**src/rtl/clkdiv_pkg.sv**
```systemverilog
package clkdiv_pkg;

    localparam int PH_W = 4;
    localparam logic [PH_W-1:0] LAST_QUAD = PH_W'(15);
    localparam logic [PH_W-1:0] LAST_TRI  = PH_W'(11);

    typedef enum logic [1:0] {
        MODE_HIZ,
        MODE_THIRD,
        MODE_QUARTER,
        MODE_REFTEST
    } mode_e;

    typedef struct packed {
        logic cpu;
        logic half;
        logic gfx;
        logic pci;
        logic apic;
    } taps_t;

    // Select code to mode: 000 quiet, 100 reference test, else bit 2 picks family.
    function automatic mode_e sel_to_mode(input logic [2:0] s);
        mode_e m;
        case (s)
            3'b000:  m = MODE_HIZ;
            3'b100:  m = MODE_REFTEST;
            default: m = s[2] ? MODE_QUARTER : MODE_THIRD;
        endcase
        return m;
    endfunction

    // Output levels for a given mode at phase c (posedge-registered part only).
    function automatic taps_t taps_at(input mode_e m, input logic [PH_W-1:0] c);
        taps_t t;
        t = '0;
        unique case (m)
            MODE_HIZ: t = '0;
            MODE_THIRD: begin
                t.cpu  = ~c[0];
                t.half = ~c[1];
                t.gfx  = (c % PH_W'(3)) == PH_W'(0);
                t.pci  = (c % PH_W'(6)) < PH_W'(3);
                t.apic = c < PH_W'(6);
            end
            MODE_QUARTER, MODE_REFTEST: begin
                t.cpu  = ~c[0];
                t.half = ~c[1];
                t.gfx  = ~c[1];
                t.pci  = ~c[2];
                t.apic = ~c[3];
            end
        endcase
        return t;
    endfunction

endpackage

```
**src/rtl/clkdiv_refsync.sv**
```systemverilog
module clkdiv_refsync #(
    parameter int STAGES = 2
) (
    input  logic clk,
    input  logic rst_n,
    input  logic ref_in,
    output logic rise
);
    logic [STAGES-1:0] sh;
    logic              last_q;

    always_ff @(posedge clk or negedge rst_n) begin
        if (!rst_n) begin
            sh     <= '0;
            last_q <= 1'b0;
        end else begin
            sh     <= {sh[STAGES-2:0], ref_in};
            last_q <= sh[STAGES-1];
        end
    end

    assign rise = sh[STAGES-1] & ~last_q;
endmodule

```
**src/rtl/clkdiv_fsm.sv**
```systemverilog
module clkdiv_fsm
    import clkdiv_pkg::*;
(
    input  logic            clk,
    input  logic            rst_n,
    input  logic [2:0]      sel,
    input  logic            ref_rise,
    output mode_e           mode,
    output mode_e           mode_nx,
    output logic [PH_W-1:0] ph_nx,
    output logic            en48
);
    logic [2:0]      sel_q;
    logic [PH_W-1:0] ph;
    logic [PH_W-1:0] last;
    logic            adv;
    logic            wrap;
    logic            realign;

    // Per-state counting behaviour.
    always_comb begin
        last = (mode == MODE_THIRD) ? LAST_TRI : LAST_QUAD;
        unique case (mode)
            MODE_HIZ:                 adv = 1'b0;
            MODE_THIRD, MODE_QUARTER: adv = 1'b1;
            MODE_REFTEST:             adv = ref_rise;
        endcase
        wrap    = adv && (ph == last);
        realign = (mode == MODE_HIZ) || wrap;
        if (realign)
            ph_nx = '0;
        else if (adv)
            ph_nx = ph + 1'b1;
        else
            ph_nx = ph;
    end

    // Transitions: quiet leaves at once, running states only on their wrap edge.
    always_comb begin
        mode_nx = mode;
        unique case (mode)
            MODE_HIZ:     mode_nx = sel_to_mode(sel_q);
            MODE_THIRD:   if (wrap) mode_nx = sel_to_mode(sel_q);
            MODE_QUARTER: if (wrap) mode_nx = sel_to_mode(sel_q);
            MODE_REFTEST: if (wrap) mode_nx = sel_to_mode(sel_q);
        endcase
    end

    always_ff @(posedge clk or negedge rst_n) begin
        if (!rst_n) begin
            mode  <= MODE_HIZ;
            ph    <= '0;
            sel_q <= 3'b000;
            en48  <= 1'b0;
        end else begin
            mode  <= mode_nx;
            ph    <= ph_nx;
            sel_q <= sel;
            if (realign)
                en48 <= sel_q[0];
        end
    end
endmodule

```
**src/rtl/clkdiv_wave.sv**
```systemverilog
module clkdiv_wave
    import clkdiv_pkg::*;
(
    input  logic            clk,
    input  logic            rst_n,
    input  mode_e           mode_nx,
    input  logic [PH_W-1:0] ph_nx,
    output taps_t           taps
);
    taps_t q;
    logic  odd_q;
    logic  gfx_lo;

    always_ff @(posedge clk or negedge rst_n) begin
        if (!rst_n) begin
            q     <= '0;
            odd_q <= 1'b0;
        end else begin
            q     <= taps_at(mode_nx, ph_nx);
            odd_q <= (mode_nx == MODE_THIRD);
        end
    end

    // Half-cycle stretch for the divide-by-three graphics clock.
    always_ff @(negedge clk or negedge rst_n) begin
        if (!rst_n)
            gfx_lo <= 1'b0;
        else
            gfx_lo <= q.gfx & odd_q;
    end

    always_comb begin
        taps     = q;
        taps.gfx = q.gfx | gfx_lo;
    end
endmodule

```
**src/rtl/clkdiv_bank.sv**
```systemverilog
module clkdiv_bank
    import clkdiv_pkg::*;
#(
    parameter int SYNC_STAGES = 2
) (
    input  logic       clk,
    input  logic       rst_n,
    input  logic [2:0] sel,
    input  logic       ref_in,
    output logic       cpu_clk,
    output logic       cpu_half,
    output logic       gfx_clk,
    output logic       pci_clk,
    output logic       apic_clk,
    output logic       ref_out,
    output logic       core_oe,
    output logic       usb48_oe,
    output logic       usb48_byp,
    output logic       usb48_tclk
);
    logic            ref_rise;
    mode_e           mode;
    mode_e           mode_nx;
    logic [PH_W-1:0] ph_nx;
    logic            en48;
    taps_t           taps;

    clkdiv_refsync #(.STAGES(SYNC_STAGES)) u_sync (
        .clk    (clk),
        .rst_n  (rst_n),
        .ref_in (ref_in),
        .rise   (ref_rise)
    );

    clkdiv_fsm u_fsm (
        .clk      (clk),
        .rst_n    (rst_n),
        .sel      (sel),
        .ref_rise (ref_rise),
        .mode     (mode),
        .mode_nx  (mode_nx),
        .ph_nx    (ph_nx),
        .en48     (en48)
    );

    clkdiv_wave u_wave (
        .clk     (clk),
        .rst_n   (rst_n),
        .mode_nx (mode_nx),
        .ph_nx   (ph_nx),
        .taps    (taps)
    );

    always_comb begin
        cpu_clk    = taps.cpu;
        cpu_half   = taps.half;
        gfx_clk    = taps.gfx;
        pci_clk    = taps.pci;
        apic_clk   = taps.apic;
        core_oe    = (mode != MODE_HIZ);
        usb48_byp  = (mode == MODE_REFTEST);
        usb48_oe   = core_oe & (usb48_byp | en48);
        usb48_tclk = usb48_byp & taps.cpu;
        ref_out    = core_oe & ref_in;
    end
endmodule

```
**config.mk**
```make
export PLATFORM = sky130hd
export DESIGN_NAME = clkdiv_bank
export DESIGN_NICKNAME = d
export VERILOG_FILES = /design/src/rtl/clkdiv_pkg.sv /design/src/rtl/clkdiv_refsync.sv /design/src/rtl/clkdiv_fsm.sv /design/src/rtl/clkdiv_wave.sv /design/src/rtl/clkdiv_bank.sv
export SDC_FILE = /design/constraint.sdc
export NUM_CORES = 1
export LEC_CHECK = 0
export BUFFER_PORTS_ARGS = -buffer_cell sky130_fd_sc_hd__clkbuf_2
export CAP_MARGIN = 20
export CORE_MARGIN = 2
export CORE_UTILIZATION = 57
export DETAILED_ROUTE_END_ITERATION = 6
export HOLD_SLACK_MARGIN = 0.06
export PLACE_DENSITY_LB_ADDON = 0.25
export SLEW_MARGIN = 20
export SYNTH_ARGS = -nofsm -noshare
export SYNTH_HDL_FRONTEND = slang
export SYNTH_SLANG_ARGS = --single-unit
```
**constraint.sdc**
```tcl
create_clock -name clk -period 4.47 [get_ports clk]
set_input_delay 0.2235 -clock clk [delete_from_list [all_inputs] [get_ports clk]]
set_output_delay 0.2235 -clock clk [all_outputs]
set_load 0.01 [all_outputs]
```
==> flow_summary.toml <==
[detailed_routing]
route.detailed.drc = 0
final_antenna_net_count = 0
vias = 1184
drt_first_pass_iters = 5
wl_um = 3140
drt_iter0_drc = 55
wire_per_inst_um = 16.6
via_per_inst = 6.26

[worst_setup_path]
crit_family = "compound AO/OA/AOI/OAI gates"
critPathLaunchType = "flip-flop"
crit_buf_inv = 2
path_class = "flip-flop to flip-flop"
crit_chain = "inv_1, ha_1, and4bb_4, o22a_1, o211a_4, nor2_1, ha_1, inv_1, ha_1, nor2_1, a31o_2, a211o_1, and4_1, o32a_1"
cp_data_required_time_ps = 4670
cpPeakStageDelay_ps = 420
cp_max_fo = 8
crit_arrival_ps = 3760
crit_path_end_kind = "flip-flop"
path_common_cell = "ha_1"
critPathSlowestCell = "dfrtp_1"

[final_layout]
finish.net_count = 179
diodes = 0
drive_gt1_share_pct = 20.5
n_fill_cell = 174
fin_cells = 189
multi_input_area_sq_um = 835
register_area_sq_um = 500
utilization_pct = 69.7
design_area_sq_um = 1590
area.growth.synth_to_final_pct = 13.2

[yosys]
synth.largest_area_cell = "dfrtp_1"
synth_cell_type_count = 60
syn_nets = 160
syn_area_sq_um = 1400
synthTopCellsByArea = "dfrtp_1 (34%), ha_1 (9.8%), nor2_1 (3.8%)"
synth-edff-count = 0
synthArstFlopShare_pct = 100
syn_inst = 143
ys.flop_type = "dfrtp_1"
ys_ff_latch = 20
yosysMostFrequentCell = "dfrtp_1"
ys_seq_area_share_pct = 35.7
synth_warnings = 0
yosysTopAreaCellShare_pct = 34.0
avgSynthCellArea_sq_um = 9.79
yosys-top-cells-count = "dfrtp_1 (19), nor2_1 (14), ha_1 (11)"

[floorplan]
ioPinCount = 16
dieArea_sq_um = 2870
die_x_um = 53.6
rows = 17
die_h_um = 53.6
start_util_pct = 61.5
coreArea_sq_um = 2280

[timing]
fmaxAchievable_ghz = 0.281
tns_ps = 0
fin_crit_sh_pct = 79.7
worst_pin_slew_ps = 619
max-slew-margin-rel_pct = 58.7
rsz0062_at_grt = "no"
hold_viol = 0
clock_skew_ps = 4.16
maxSlewViolCount = 0
finalWorstPathRequiredPeriod_ps = 3560
setup_viol = 0

[grt]
grt-ovfl-total = 0
grt_pass1_vias = 1184
grt_max_degree = 21
grt_usage_pct = 26.2
grt_pass1_wl_um = 5440
antenna_found_initial = 0

[clock_tree]
cts_buffers = 3
clock_sinks = 20
htree_levels = 1
cts_tree = "yes"
clkTransAtPathRegs_ps = 120
post_cts.repair.setup_buffers = 0
clockRootBuffer = "clkbuf_4"
clkLatencyLatePin_ps = 310
clock_path_buffers = 2

[placement]
gp_congestion = 0.935
placed_cells = 180
hpwl_um = 2260
post_dp_cell_area_sq_um = 1480
port-buffer-count = 15

[pwr]
p_leak_uw = 0.000719
powerDensity_nw_per_um2 = 745
peakVddDrop_mv = 0.576
design_power_total_uw = 1180

[run]
drv_cap = 0

[hold_path]
holdCritPathClass = "flip-flop to flip-flop"

[outcome]
run_status = "complete, no violations"
state kept, by name (all words and copies together), names as in the netlist:
signal	count
u_wave.gfx_lo	1
u_fsm.mode	2
u_sync.sh	2
u_fsm.ph	4
u_fsm.en48	1
u_sync.last_q	1
u_fsm.sel_q	3
u_wave.taps	4
u_wave.q	1
u_wave.odd_q	1
routing by layer:
| metal | track usage [%] | vias up | part of all wire [%] |
|---|---|---|---|
| li1 | - | 568 | - |
| met1 | 34.2 | 569 | 44 |
| met2 | 43.6 | 41 | 49 |
| met3 | 6.11 | 6 | 5.8 |
| met4 | 7.26 | 0 | 1.1 |
| met5 | 0 | - | 0 |
what timing repair did:
item	in CTS	in global routing
endpoints found under the hold margin	23	0
hold buffers	5	0
resized for setup	0	0
worst paths after layout:
| check | depth (start not counted) | startpoint | slack, ps | end |
|---|---|---|---|---|
| setup / recovery | 14 | u_fsm.mode[1] | 910 | u_wave.q[2] |
| hold / removal | 0 | u_sync.sh[0] | 360 | u_sync.sh[1] |
| setup reg to reg | 14 | u_fsm.mode[1] | 910 | u_wave.q[2] |
| hold reg to reg | 0 | u_sync.sh[0] | 360 | u_sync.sh[1] |
| max in group asynchronous | 2 | rst_n | 1580 | u_wave.gfx_lo |
| min in group asynchronous | 2 | rst_n | 400 | u_fsm.sel_q[2] |
kinds of logic (layout without fill, tap and decap cells):
family          Yosys count  after routing  synth area share [%]
compound gates           38             38                  22.3
flops                    20             20                  35.7
simple gates             52             52                  23.2
xor+xnor                  3              3                  1.88
fa+ha+maj                11             11                  9.83
mux                       3              3                  2.32
buf+inv                  16             34                  4.65
metrics by stage:
stage          setup slack (ps)  hold WS (ps)
6_report                    908           362
5_1_grt                     648           370
4_1_cts                     942           364
3_5_place_dp                969           211
3_3_place_gp               1080           202
2_1_floorplan              1190         -72.1
layout by cell type (no fill, tap or decap), drive strengths merged, types with 3 or more instances in the layout:
| cell | synthesis | layout |
|---|---|---|
| dfrtp | 19 | 19 |
| nand3 | 3 | 3 |
| nand4 | 3 | 3 |
| inv | 10 | 10 |
| and2 | 3 | 3 |
| o21ai | 5 | 5 |
| nor2 | 14 | 14 |
| nand2 | 9 | 9 |
| or2 | 3 | 3 |
| clkbuf | 2 | 18 |
| a21oi | 4 | 4 |
| dlygate4sd3 | 0 | 5 |
| ha | 11 | 11 |
| a211oi | 3 | 3 |
power by group:
group	switching (uW)	leakage, uW	internal [uW]
Sequential	48.0	0.000243	241
Combinational	440	0.000447	303
Clock	59.2	0.0000279	90.7
worst register-to-register path, delay by kind of cell (launching register included):
family	cells	cell delay [ps]
AO/OA/AOI/OAI	5	1300
adder cells (fa/ha/maj)	3	810
buffers and inverters	2	170
flip-flops	1	420
AND/OR/NAND/NOR	4	740
final cells by class:
type                    instances  share of cell area [%]
multi-input cells             107                    52.6
flip-flops and latches         20                    31.6
repair buffers                 20                    7.89
inverters                      10                    2.37
well taps                      28                    2.21
clock inverters                 1                    1.89
clock buffers                   3                    1.42
Power figures use the tool's default switching activity.
